## config.mk

```make
export PLATFORM = sky130hd
export DESIGN_NAME = creg_bus_master
export DESIGN_NICKNAME = d
export VERILOG_FILES = /design/src/rtl/creg_pkg.sv /design/src/rtl/creg_cycle_timer.sv /design/src/rtl/creg_strobe_decode.sv /design/src/rtl/creg_seq_fsm.sv /design/src/rtl/creg_bus_master.sv
export SDC_FILE = /design/constraint.sdc
export NUM_CORES = 1
export LEC_CHECK = 0
export CORE_AREA = 2 2 145 76
export DETAILED_ROUTE_END_ITERATION = 10
export DIE_AREA = 0 0 147 78
export GPL_ROUTABILITY_DRIVEN = 0
export PLACE_DENSITY_LB_ADDON = 0.12
export SYNTH_ARGS = -nofsm -noshare
export SYNTH_HDL_FRONTEND = slang
export SYNTH_SLANG_ARGS = --single-unit
```

## constraint.sdc

```tcl
create_clock -name clk -period 2.1 [get_ports clk]
set_input_delay 0.42 -clock clk [delete_from_list [all_inputs] [get_ports clk]]
set_output_delay 0.42 -clock clk [all_outputs]
set_load 0.02 [all_outputs]
```

## src/rtl/creg_pkg.sv

```systemverilog
package creg_pkg;

   typedef enum logic [1:0] {
      ST_IDLE,
      ST_SETUP,
      ST_ASSERT,
      ST_RELEASE
   } seq_state_t;

   typedef enum logic [1:0] {
      PH_ADDR,
      PH_DATA,
      PH_COMMIT,
      PH_READ
   } seq_phase_t;

   typedef struct packed {
      logic cap_addr;
      logic cap_data;
      logic rd;
      logic wr;
   } strobe_t;

endpackage

```

## src/rtl/creg_cycle_timer.sv

```systemverilog
// Counts consecutive enabled cycles; hit marks the LIMIT-th one.
module creg_cycle_timer #(
   parameter int LIMIT = 2
) (
   input  logic clk,
   input  logic rst_n,
   input  logic en,
   output logic hit
);

   if (LIMIT < 1) begin : g_bad_limit
      $error("creg_cycle_timer: LIMIT must be at least 1");
   end

   if (LIMIT == 1) begin : g_single
      logic unused_tie;
      assign unused_tie = clk ^ rst_n;
      assign hit = en;
   end else begin : g_count
      localparam int CW = $clog2(LIMIT);
      logic [CW-1:0] cnt_q;

      always_ff @(posedge clk or negedge rst_n) begin
         if (!rst_n) begin
            cnt_q <= '0;
         end else if (!en) begin
            cnt_q <= '0;
         end else if (cnt_q != CW'(LIMIT - 1)) begin
            cnt_q <= cnt_q + 1'b1;
         end
      end

      assign hit = en && (cnt_q == CW'(LIMIT - 1));
   end

endmodule

```

## src/rtl/creg_strobe_decode.sv

```systemverilog
// Maps sequencer state and phase onto the four bus strobes.
module creg_strobe_decode
   import creg_pkg::*;
(
   input  seq_state_t state,
   input  seq_phase_t phase,
   output strobe_t    stb
);

   logic active;
   assign active = (state == ST_ASSERT);

   always_comb begin
      stb = '0;
      if (active) begin
         unique case (phase)
            PH_ADDR:   stb.cap_addr = 1'b1;
            PH_DATA:   stb.cap_data = 1'b1;
            PH_COMMIT: stb.wr       = 1'b1;
            PH_READ:   stb.rd       = 1'b1;
            default:   stb          = '0;
         endcase
      end
   end

endmodule

```

## src/rtl/creg_seq_fsm.sv

```systemverilog
// Handshake sequencer: walks address / data / commit or address / read.
module creg_seq_fsm
   import creg_pkg::*;
#(
   parameter int ADDR_W = 16,
   parameter int DATA_W = 16,
   parameter int LANE_W = 16
) (
   input  logic              clk,
   input  logic              rst_n,
   input  logic              host_req,
   input  logic              host_we,
   input  logic [ADDR_W-1:0] host_addr,
   input  logic [DATA_W-1:0] host_wdata,
   input  logic              bus_ack,
   input  logic [DATA_W-1:0] bus_rdat,
   input  logic              setup_hit,
   input  logic              wait_hit,
   output seq_state_t        state,
   output seq_phase_t        phase,
   output logic [LANE_W-1:0] lane_dat,
   output logic [DATA_W-1:0] rdata,
   output logic              done,
   output logic              err,
   output logic              setup_en,
   output logic              wait_en
);

   seq_state_t        state_q;
   seq_phase_t        phase_q;
   logic              we_q;
   logic [DATA_W-1:0] wdata_q;
   logic [LANE_W-1:0] dat_q;
   logic [DATA_W-1:0] cap_q;
   logic [DATA_W-1:0] rdata_q;
   logic              done_q;
   logic              err_q;

   always_ff @(posedge clk or negedge rst_n) begin
      if (!rst_n) begin
         state_q <= ST_IDLE;
         phase_q <= PH_ADDR;
         we_q    <= 1'b0;
         wdata_q <= '0;
         dat_q   <= '0;
         cap_q   <= '0;
         rdata_q <= '0;
         done_q  <= 1'b0;
         err_q   <= 1'b0;
      end else begin
         done_q <= 1'b0;
         err_q  <= 1'b0;
         unique case (state_q)
            ST_IDLE: begin
               if (host_req) begin
                  we_q    <= host_we;
                  wdata_q <= host_wdata;
                  dat_q   <= LANE_W'(host_addr);
                  phase_q <= PH_ADDR;
                  state_q <= ST_SETUP;
               end
            end
            ST_SETUP: begin
               if (setup_hit) begin
                  state_q <= ST_ASSERT;
               end
            end
            ST_ASSERT: begin
               if (bus_ack) begin
                  if (phase_q == PH_READ) begin
                     cap_q <= bus_rdat;
                  end
                  state_q <= ST_RELEASE;
               end else if (wait_hit) begin
                  state_q <= ST_IDLE;
                  dat_q   <= '0;
                  done_q  <= 1'b1;
                  err_q   <= 1'b1;
               end
            end
            ST_RELEASE: begin
               if (!bus_ack) begin
                  unique case (phase_q)
                     PH_ADDR: begin
                        state_q <= ST_SETUP;
                        if (we_q) begin
                           phase_q <= PH_DATA;
                           dat_q   <= LANE_W'(wdata_q);
                        end else begin
                           phase_q <= PH_READ;
                           dat_q   <= '0;
                        end
                     end
                     PH_DATA: begin
                        phase_q <= PH_COMMIT;
                        state_q <= ST_SETUP;
                     end
                     PH_COMMIT: begin
                        state_q <= ST_IDLE;
                        dat_q   <= '0;
                        done_q  <= 1'b1;
                     end
                     PH_READ: begin
                        state_q <= ST_IDLE;
                        rdata_q <= cap_q;
                        done_q  <= 1'b1;
                     end
                     default: state_q <= ST_IDLE;
                  endcase
               end else if (wait_hit) begin
                  state_q <= ST_IDLE;
                  dat_q   <= '0;
                  done_q  <= 1'b1;
                  err_q   <= 1'b1;
               end
            end
            default: state_q <= ST_IDLE;
         endcase
      end
   end

   assign state    = state_q;
   assign phase    = phase_q;
   assign lane_dat = dat_q;
   assign rdata    = rdata_q;
   assign done     = done_q;
   assign err      = err_q;
   assign setup_en = (state_q == ST_SETUP);
   assign wait_en  = ((state_q == ST_ASSERT) && !bus_ack) ||
                     ((state_q == ST_RELEASE) && bus_ack);

endmodule

```

## src/rtl/creg_bus_master.sv

```systemverilog
// Top: host request port to strobe/acknowledge control bus.
module creg_bus_master
   import creg_pkg::*;
#(
   parameter int ADDR_W      = 16,
   parameter int DATA_W      = 16,
   parameter int SETUP_CYC   = 2,
   parameter int TIMEOUT_CYC = 1000,
   localparam int LANE_W     = (ADDR_W > DATA_W) ? ADDR_W : DATA_W
) (
   input  logic              clk,
   input  logic              rst_n,
   input  logic              host_req,
   input  logic              host_we,
   input  logic [ADDR_W-1:0] host_addr,
   input  logic [DATA_W-1:0] host_wdata,
   output logic              host_done,
   output logic [DATA_W-1:0] host_rdata,
   output logic              host_err,
   output logic [LANE_W-1:0] bus_dat_o,
   output logic              bus_cap_addr_o,
   output logic              bus_cap_data_o,
   output logic              bus_rd_o,
   output logic              bus_wr_o,
   input  logic [DATA_W-1:0] bus_dat_i,
   input  logic              bus_ack_i
);

   if (ADDR_W < 1 || DATA_W < 1) begin : g_bad_width
      $error("creg_bus_master: widths must be positive");
   end
   if (SETUP_CYC < 1) begin : g_bad_setup
      $error("creg_bus_master: SETUP_CYC must be at least 1");
   end
   if (TIMEOUT_CYC < 2) begin : g_bad_timeout
      $error("creg_bus_master: TIMEOUT_CYC must be at least 2");
   end

   seq_state_t state;
   seq_phase_t phase;
   strobe_t    stb;
   logic       setup_en, setup_hit;
   logic       wait_en, wait_hit;

   creg_seq_fsm #(
      .ADDR_W (ADDR_W),
      .DATA_W (DATA_W),
      .LANE_W (LANE_W)
   ) u_fsm (
      .clk        (clk),
      .rst_n      (rst_n),
      .host_req   (host_req),
      .host_we    (host_we),
      .host_addr  (host_addr),
      .host_wdata (host_wdata),
      .bus_ack    (bus_ack_i),
      .bus_rdat   (bus_dat_i),
      .setup_hit  (setup_hit),
      .wait_hit   (wait_hit),
      .state      (state),
      .phase      (phase),
      .lane_dat   (bus_dat_o),
      .rdata      (host_rdata),
      .done       (host_done),
      .err        (host_err),
      .setup_en   (setup_en),
      .wait_en    (wait_en)
   );

   creg_cycle_timer #(.LIMIT(SETUP_CYC)) u_settle (
      .clk   (clk),
      .rst_n (rst_n),
      .en    (setup_en),
      .hit   (setup_hit)
   );

   creg_cycle_timer #(.LIMIT(TIMEOUT_CYC)) u_watchdog (
      .clk   (clk),
      .rst_n (rst_n),
      .en    (wait_en),
      .hit   (wait_hit)
   );

   creg_strobe_decode u_decode (
      .state (state),
      .phase (phase),
      .stb   (stb)
   );

   assign bus_cap_addr_o = stb.cap_addr;
   assign bus_cap_data_o = stb.cap_data;
   assign bus_rd_o       = stb.rd;
   assign bus_wr_o       = stb.wr;

endmodule

```

After elaboration in Yosys (flattened, before gate mapping)
Cells that the tools add are included.
Widths: inputs -> output; s select.

storage, ports and cells
  bits in registers = 82
  input port bits = 53
  output and inout port bits = 38
  logic and storage cells = 82

cells by class
  $add $sub $neg = 2
  reduce and logical (&&, ||, !) cells = 18
  bitwise gates (word level) = 1
  multiplexer cells = 35
  eq/ne operators = 15

operators with widths
  operator               number
  $mux 16                5
  $pmux 16 s3            1
  $pmux 16 s2            1
  $mux 10                2
  $mux 2                 8
  $pmux 2 s2             3
  $mux 1                 11
  $add 10x1->10 const B  1
  $eq 10x10->1 const B   1
  $ne 10x10->1 const B   1
  $ne 2x2->1 const B     5
  $eq 2x2->1 const B     4
  $pmux 2 s4             1
  $reduce_and 4->1       2
  $reduce_and 3->1       2
  $eq 2x1->1 const B     2
  $logic_and 1x1->1      4
  $logic_not 2->1        2
  $mux 4                 1
  $ne 4x2->1 const B     1
  $pmux 1 s2             2
  $reduce_and 2->1       2
  $reduce_or 2->1        2
  $ne 3x1->1 const B     1
  6 further kinds        6

Logic depth before layout (Yosys ltp)
  depth in word-level cells = 7
  mapped depth = 8
  gate-level depth less buffers = 6

Cells and area by module
From an unflattened synthesis, not the netlist that was laid out.

second synthesis, totals
  cells, all modules = 335
  area total of the unflattened synthesis = 4134.0 µm²

by module, submodules not included
  module                          instances  cells each  area an instance (µm²)  seq. area each (µm²)
  creg_seq_fsm                    1          274         3520.9                  1776.7
  creg_cycle_timer at u_watchdog  1          55          531.8                   250.2
  creg_strobe_decode              1          4           50.0                    0.0
  creg_cycle_timer at u_settle    1          2           31.3                    25.0

Worst setup path after synthesis
No wires, ideal clock.

  kind = reg2reg
  start point = register u_fsm.state_q[0] (netlist: u_fsm.state[0])
  end point = register u_fsm.dat_q[14] (netlist: u_fsm.lane_dat[14])
  stages on the path, launching flop included = 9
  data required time = 1.958 ns
  arrival = 1.890 ns
  setup time = 0.142 ns
  path buffers = 2
  slack = 0.068 ns
  period minus slack after synthesis = 2.032 ns
  cell sequence = dfrtp_1 inv_1 ha_1 clkbuf_2 nand2b_1 o2111ai_1 a221o_4 buf_6 o2bb2ai_1

on the way
  longest elaborated chain between the ends = 7
  elaborated cells between the ends (all ways) = 16
  those cells by class = eq/ne: 5; mux: 4; reduce/logical: 7

RTL lines
  what                                         line                                                          RTL
  from (decl)                                  creg_seq_fsm.sv:29                                            seq_state_t state_q;
  from (signal assigned)                       creg_seq_fsm.sv:41                                            state_q <= ST_IDLE;
  from (signal assigned)                       creg_seq_fsm.sv:60                                            state_q <= ST_SETUP;
  from (signal assigned)                       creg_seq_fsm.sv:65                                            state_q <= ST_ASSERT;
  $eq 2x2->1, on equally long branches         creg_seq_fsm.sv:53, creg_seq_fsm.sv:129, creg_seq_fsm.sv:130
  $logic_and 1x1->1, on equally long branches  creg_seq_fsm.sv:129, creg_seq_fsm.sv:130
  $logic_or 1x1->1                             creg_seq_fsm.sv:129                                           assign wait_en = ((state_q == ST_ASSERT) && !bus_ack) ||
  $logic_and 1x1->1                            creg_cycle_timer.sv:33                                        assign hit = en && (cnt_q == CW'(LIMIT - 1));
  $mux 16                                      -
  $mux 16, on equally long branches            -
  $pmux 16 s3                                  creg_seq_fsm.sv:53                                            unique case (state_q)
  to (signal assigned)                         creg_seq_fsm.sv:58                                            dat_q <= LANE_W'(host_addr);
  to (signal assigned)                         creg_seq_fsm.sv:88                                            dat_q <= LANE_W'(wdata_q);
  to (decl)                                    creg_seq_fsm.sv:33                                            logic [LANE_W-1:0] dat_q;

Several ways; a longest one is shown, not always the timed one. The select of a mux whose other input is x is not followed.
A chain may end at the register's enable or synchronous reset.

Final worst setup path
  start point = register u_fsm.state_q[0] (netlist: u_fsm.state[0])
  end point = output port bus_cap_addr_o

on the way
  longest elaborated chain between the ends = 2

RTL lines
  what        line                      RTL
  $eq 2x2->1  creg_strobe_decode.sv:11  assign active = (state == ST_ASSERT);
  $mux 4      creg_strobe_decode.sv:15  if (active) begin
  to (decl)   creg_bus_master.sv:21     output logic bus_cap_addr_o,

Every way passes these cells.

==> flow_metrics.tcl <==
set metrics [dict create \
    vias 2496 \
    ys_seq_area_frac 0.584 \
    clk_pin_slew_ps 60 \
    grt_first_pass_wirelength_mm 14.0 \
    seqPwrFrac 0.378 \
    route.met2.wl_mm 4.17 \
    pwr-share-clk 0.227 \
    drive_above_1_share 0.245 \
    pin_count 91 \
    drt_iter0_markers 141 \
    final-setup-viol-count 0 \
    r2r-start "u_fsm.state[0]" \
    dp_hpwl_mm 6.12 \
    antenna_found_initial 0 \
    post-route-util 0.493 \
    wl_met3_um 563 \
    port_buffers 90 \
    dr.pass1.iters 4 \
    grt_setup_unrepaired "false" \
    grt_pass1_vias 2694 \
    place_inst 493 \
    hold_violations 0 \
    critPathMaxFanout 3 \
    hold_class "input pin to async pin" \
    clk_path_buf_depth 2 \
    synth_area_leaders "dfrtp_1 (58%), mux2_2 (16%), a32oi_1 (4.0%)" \
    ys_seq_elements 82 \
    worst_ep_required_time_ps 1680 \
    yosys.cell_types.count 39 \
    cts_tree "done" \
    switching_share 0.345 \
    post-route-period-util 0.941 \
    die_area_sq_um 11500 \
    synth_top_area_frac 0.584 \
    powerDensity_nw_per_um2 1310 \
    cap_viol_max_count 0 \
    finalPower_mw 6.53 \
    crit_path_start "u_fsm.state[0]" \
    wl_per_cell_um 16.8 \
    fmax_mhz 506 \
    irDropWorstVdd_mv 0.431 \
    critPathMaxStageDelay_ps 370 \
    outcome "finished, final reports clean" \
    synth.largest_area_cell "dfrtp_1" \
    final_cells 512 \
    grt_max_degree 44 \
    grtUsageTotal 0.158 \
    crit_path_start_kind "flop" \
    cts_num_sinks 82 \
    syn_nets 323 \
    crit_chain "inv_1, ha_1, inv_1, nor3_1, clkdlybuf4s15_1" \
    drcViolationCount 0 \
    syn_inst 264 \
    reg2reg_depth 6 \
    finalClockSkew_ps 10.9 \
    finalCriticalPeriod_ps 1980 \
    fin_nets 426 \
    p_sw_mw 2.26 \
    cts_hold_buf 0 \
    place_ws_ps -100 \
    drv_slew 0 \
    critPathSlowestCell "dfrtp_1" \
    syn_to_final_growth_pct 41.5 \
    crit_path_end_kind "output pin" \
    worst_pin_slew_ps 648 \
    routed.top_layer "met4" \
    clk_latency_ps 330 \
    p_int_mw 4.28 \
    start_util 0.348 \
    met1Wirelength_mm 3.81 \
    cp.arrival_ps 1560 \
    core_sq_um 10100 \
    die-width_um 147 \
    whs_ps 76.0 \
    core.rowCount 26 \
    wl_mm 8.59 \
    numCtsBuffers 9 \
    htree_levels 3 \
    antenna_cells 0 \
    critical_path_class "flop to output pin" \
    leakage_nw 2.18 \
    max-slew-margin-rel 0.568 \
    die_h_um 78 \
    synth_area_sq_um 3510 \
    ant_nets 0 \
    worst_slack_ps 123 \
    clockRootBuffer "clkbuf_16" \
    crit_path_frequent_cell "inv_1" \
    p_comb_frac 0.396 \
    via_per_inst 4.88 \
    overflow 0 \
    ys_warn_count 0 \
    syn_area_per_cell_sq_um 13.3 \
]
==> power groups by stage <==
stage               sequential, mW  combinational [mW]  clock (mW)
floorplan                     2.60                1.39           0
global placement              2.46                2.47           0
detailed placement            2.49                2.57           0
CTS                           2.47                2.56        1.54
global route                  2.55                2.82        1.62
finish                        2.47                2.59        1.48
==> metrics by stage <==
| stage | TNS [ps] | instance area, sq um |
|---|---|---|
| 2_1_floorplan | 0 | 3510 |
| 3_3_place_gp | -1110 | 4660 |
| 3_5_place_dp | -1350 | 4660 |
| 4_1_cts | 0 | 4940 |
| 5_1_grt | 0 | 4970 |
| 6_report | 0 | 4970 |
==> cell type report <==
class                           instances  area, sq um
Sequential cell                        82         2050
Tap cell                              140          175
Multi-Input combinational cell        161         1380
Clock buffer                           11          253
Fill cell                             889         5110
Clock inverter                          5         36.3
Inverter                                6         22.5
Timing Repair Buffer                  107         1060
==> kinds of logic after synthesis <==
logic type | Yosys count | share of synthesized area
muxes | 51 | 0.163
DFF | 82 | 0.584
adders and majority gates | 6 | 0.0214
buffers and inverters | 22 | 0.0285
and+or+nand+nor | 45 | 0.0666
AOI/OAI and AO/OA | 52 | 0.122
xor gates and xnor gates | 6 | 0.0150
==> path summary, 6_finish.rpt <==
| check | endpoint | slack, ps |
|---|---|---|
| min in group clk | u_fsm.lane_dat[8] | 500 |
| max | bus_cap_addr_o | 120 |
| max in group asynchronous | u_settle.g_count.cnt_q | 1390 |
| min | u_fsm.rdata[1] | 80 |
| max reg2reg | u_fsm.lane_dat[6] | 150 |
| min reg2reg | u_fsm.lane_dat[8] | 500 |
==> critical path, delay by kind of cell, from the launching register on <==
kind | cells | cell delay, ps
buf+inv | 3 | 480
fa+ha+maj | 1 | 190
simple gates | 1 | 190
flops | 1 | 370
==> cells in the mapped netlist, drive strengths merged <==
cell	instances
buf	3
nand3	2
nor2b	1
a21boi	1
inv	6
o2bb2ai	16
a221o	1
nor3	5
a211oi	2
nand4	4
nand4b	1
or4	1
nand2	9
xor2	2
a41oi	1
mux2i	2
xnor2	4
a21oi	5
o41ai	1
o21ai	4
clkbuf	13
or3	2
nor2	12
a32oi	16
and2	2
dfrtp	82
and3	2
ha	6
o21a	1
o22a	1
o2111ai	1
a22oi	1
nand2b	4
a31o	1
mux2	49
==> sequential cells by signal, indices dropped and copies added, names as in the netlist, 2 cells and up <==
name and flops:
u_fsm.cap_q 16, u_fsm.lane_dat 16, u_fsm.rdata 16, u_fsm.wdata_q 16
u_watchdog.g_count.cnt_q 10, u_fsm.phase 2, u_fsm.state 2
==> per-layer routing <==
metal / vias up / GRT usage
met4: 0 / 0.0365
li1: 1188 / -
met2: 57 / 0.257
met3: 4 / 0.0665
met1: 1247 / 0.197
met5: - / 0
==> cells in the final DEF, fill, tap and decap left out, types with 2 or more instances in the layout <==
cell type,count
a211oi_1,2
a21oi_1,5
a32oi_1,16
and2_1,2
and3_1,2
buf_12,3
buf_4,15
clkbuf_16,9
clkbuf_8,2
clkdlybuf4s50_1,85
clkinvlp_4,3
dfrtp_1,82
dlygate4sd2_1,2
ha_1,5
inv_1,5
mux2_2,49
mux2i_1,2
nand2_1,9
nand2b_1,4
nand3_1,2
nand4_1,3
nor2_1,12
nor3_1,5
o21ai_0,4
o2bb2ai_1,16
or3_1,2
xnor2_1,4
xor2_1,2
==> what timing repair did <==
item,4_1_cts,5_1_grt
setup buffers,0,2
endpoints found under the setup margin,4,15
resized for setup,4,5
cloned,0,1
hold endpoints to repair,0,0
pin swaps,0,2
Power figures use the tool's default switching activity.
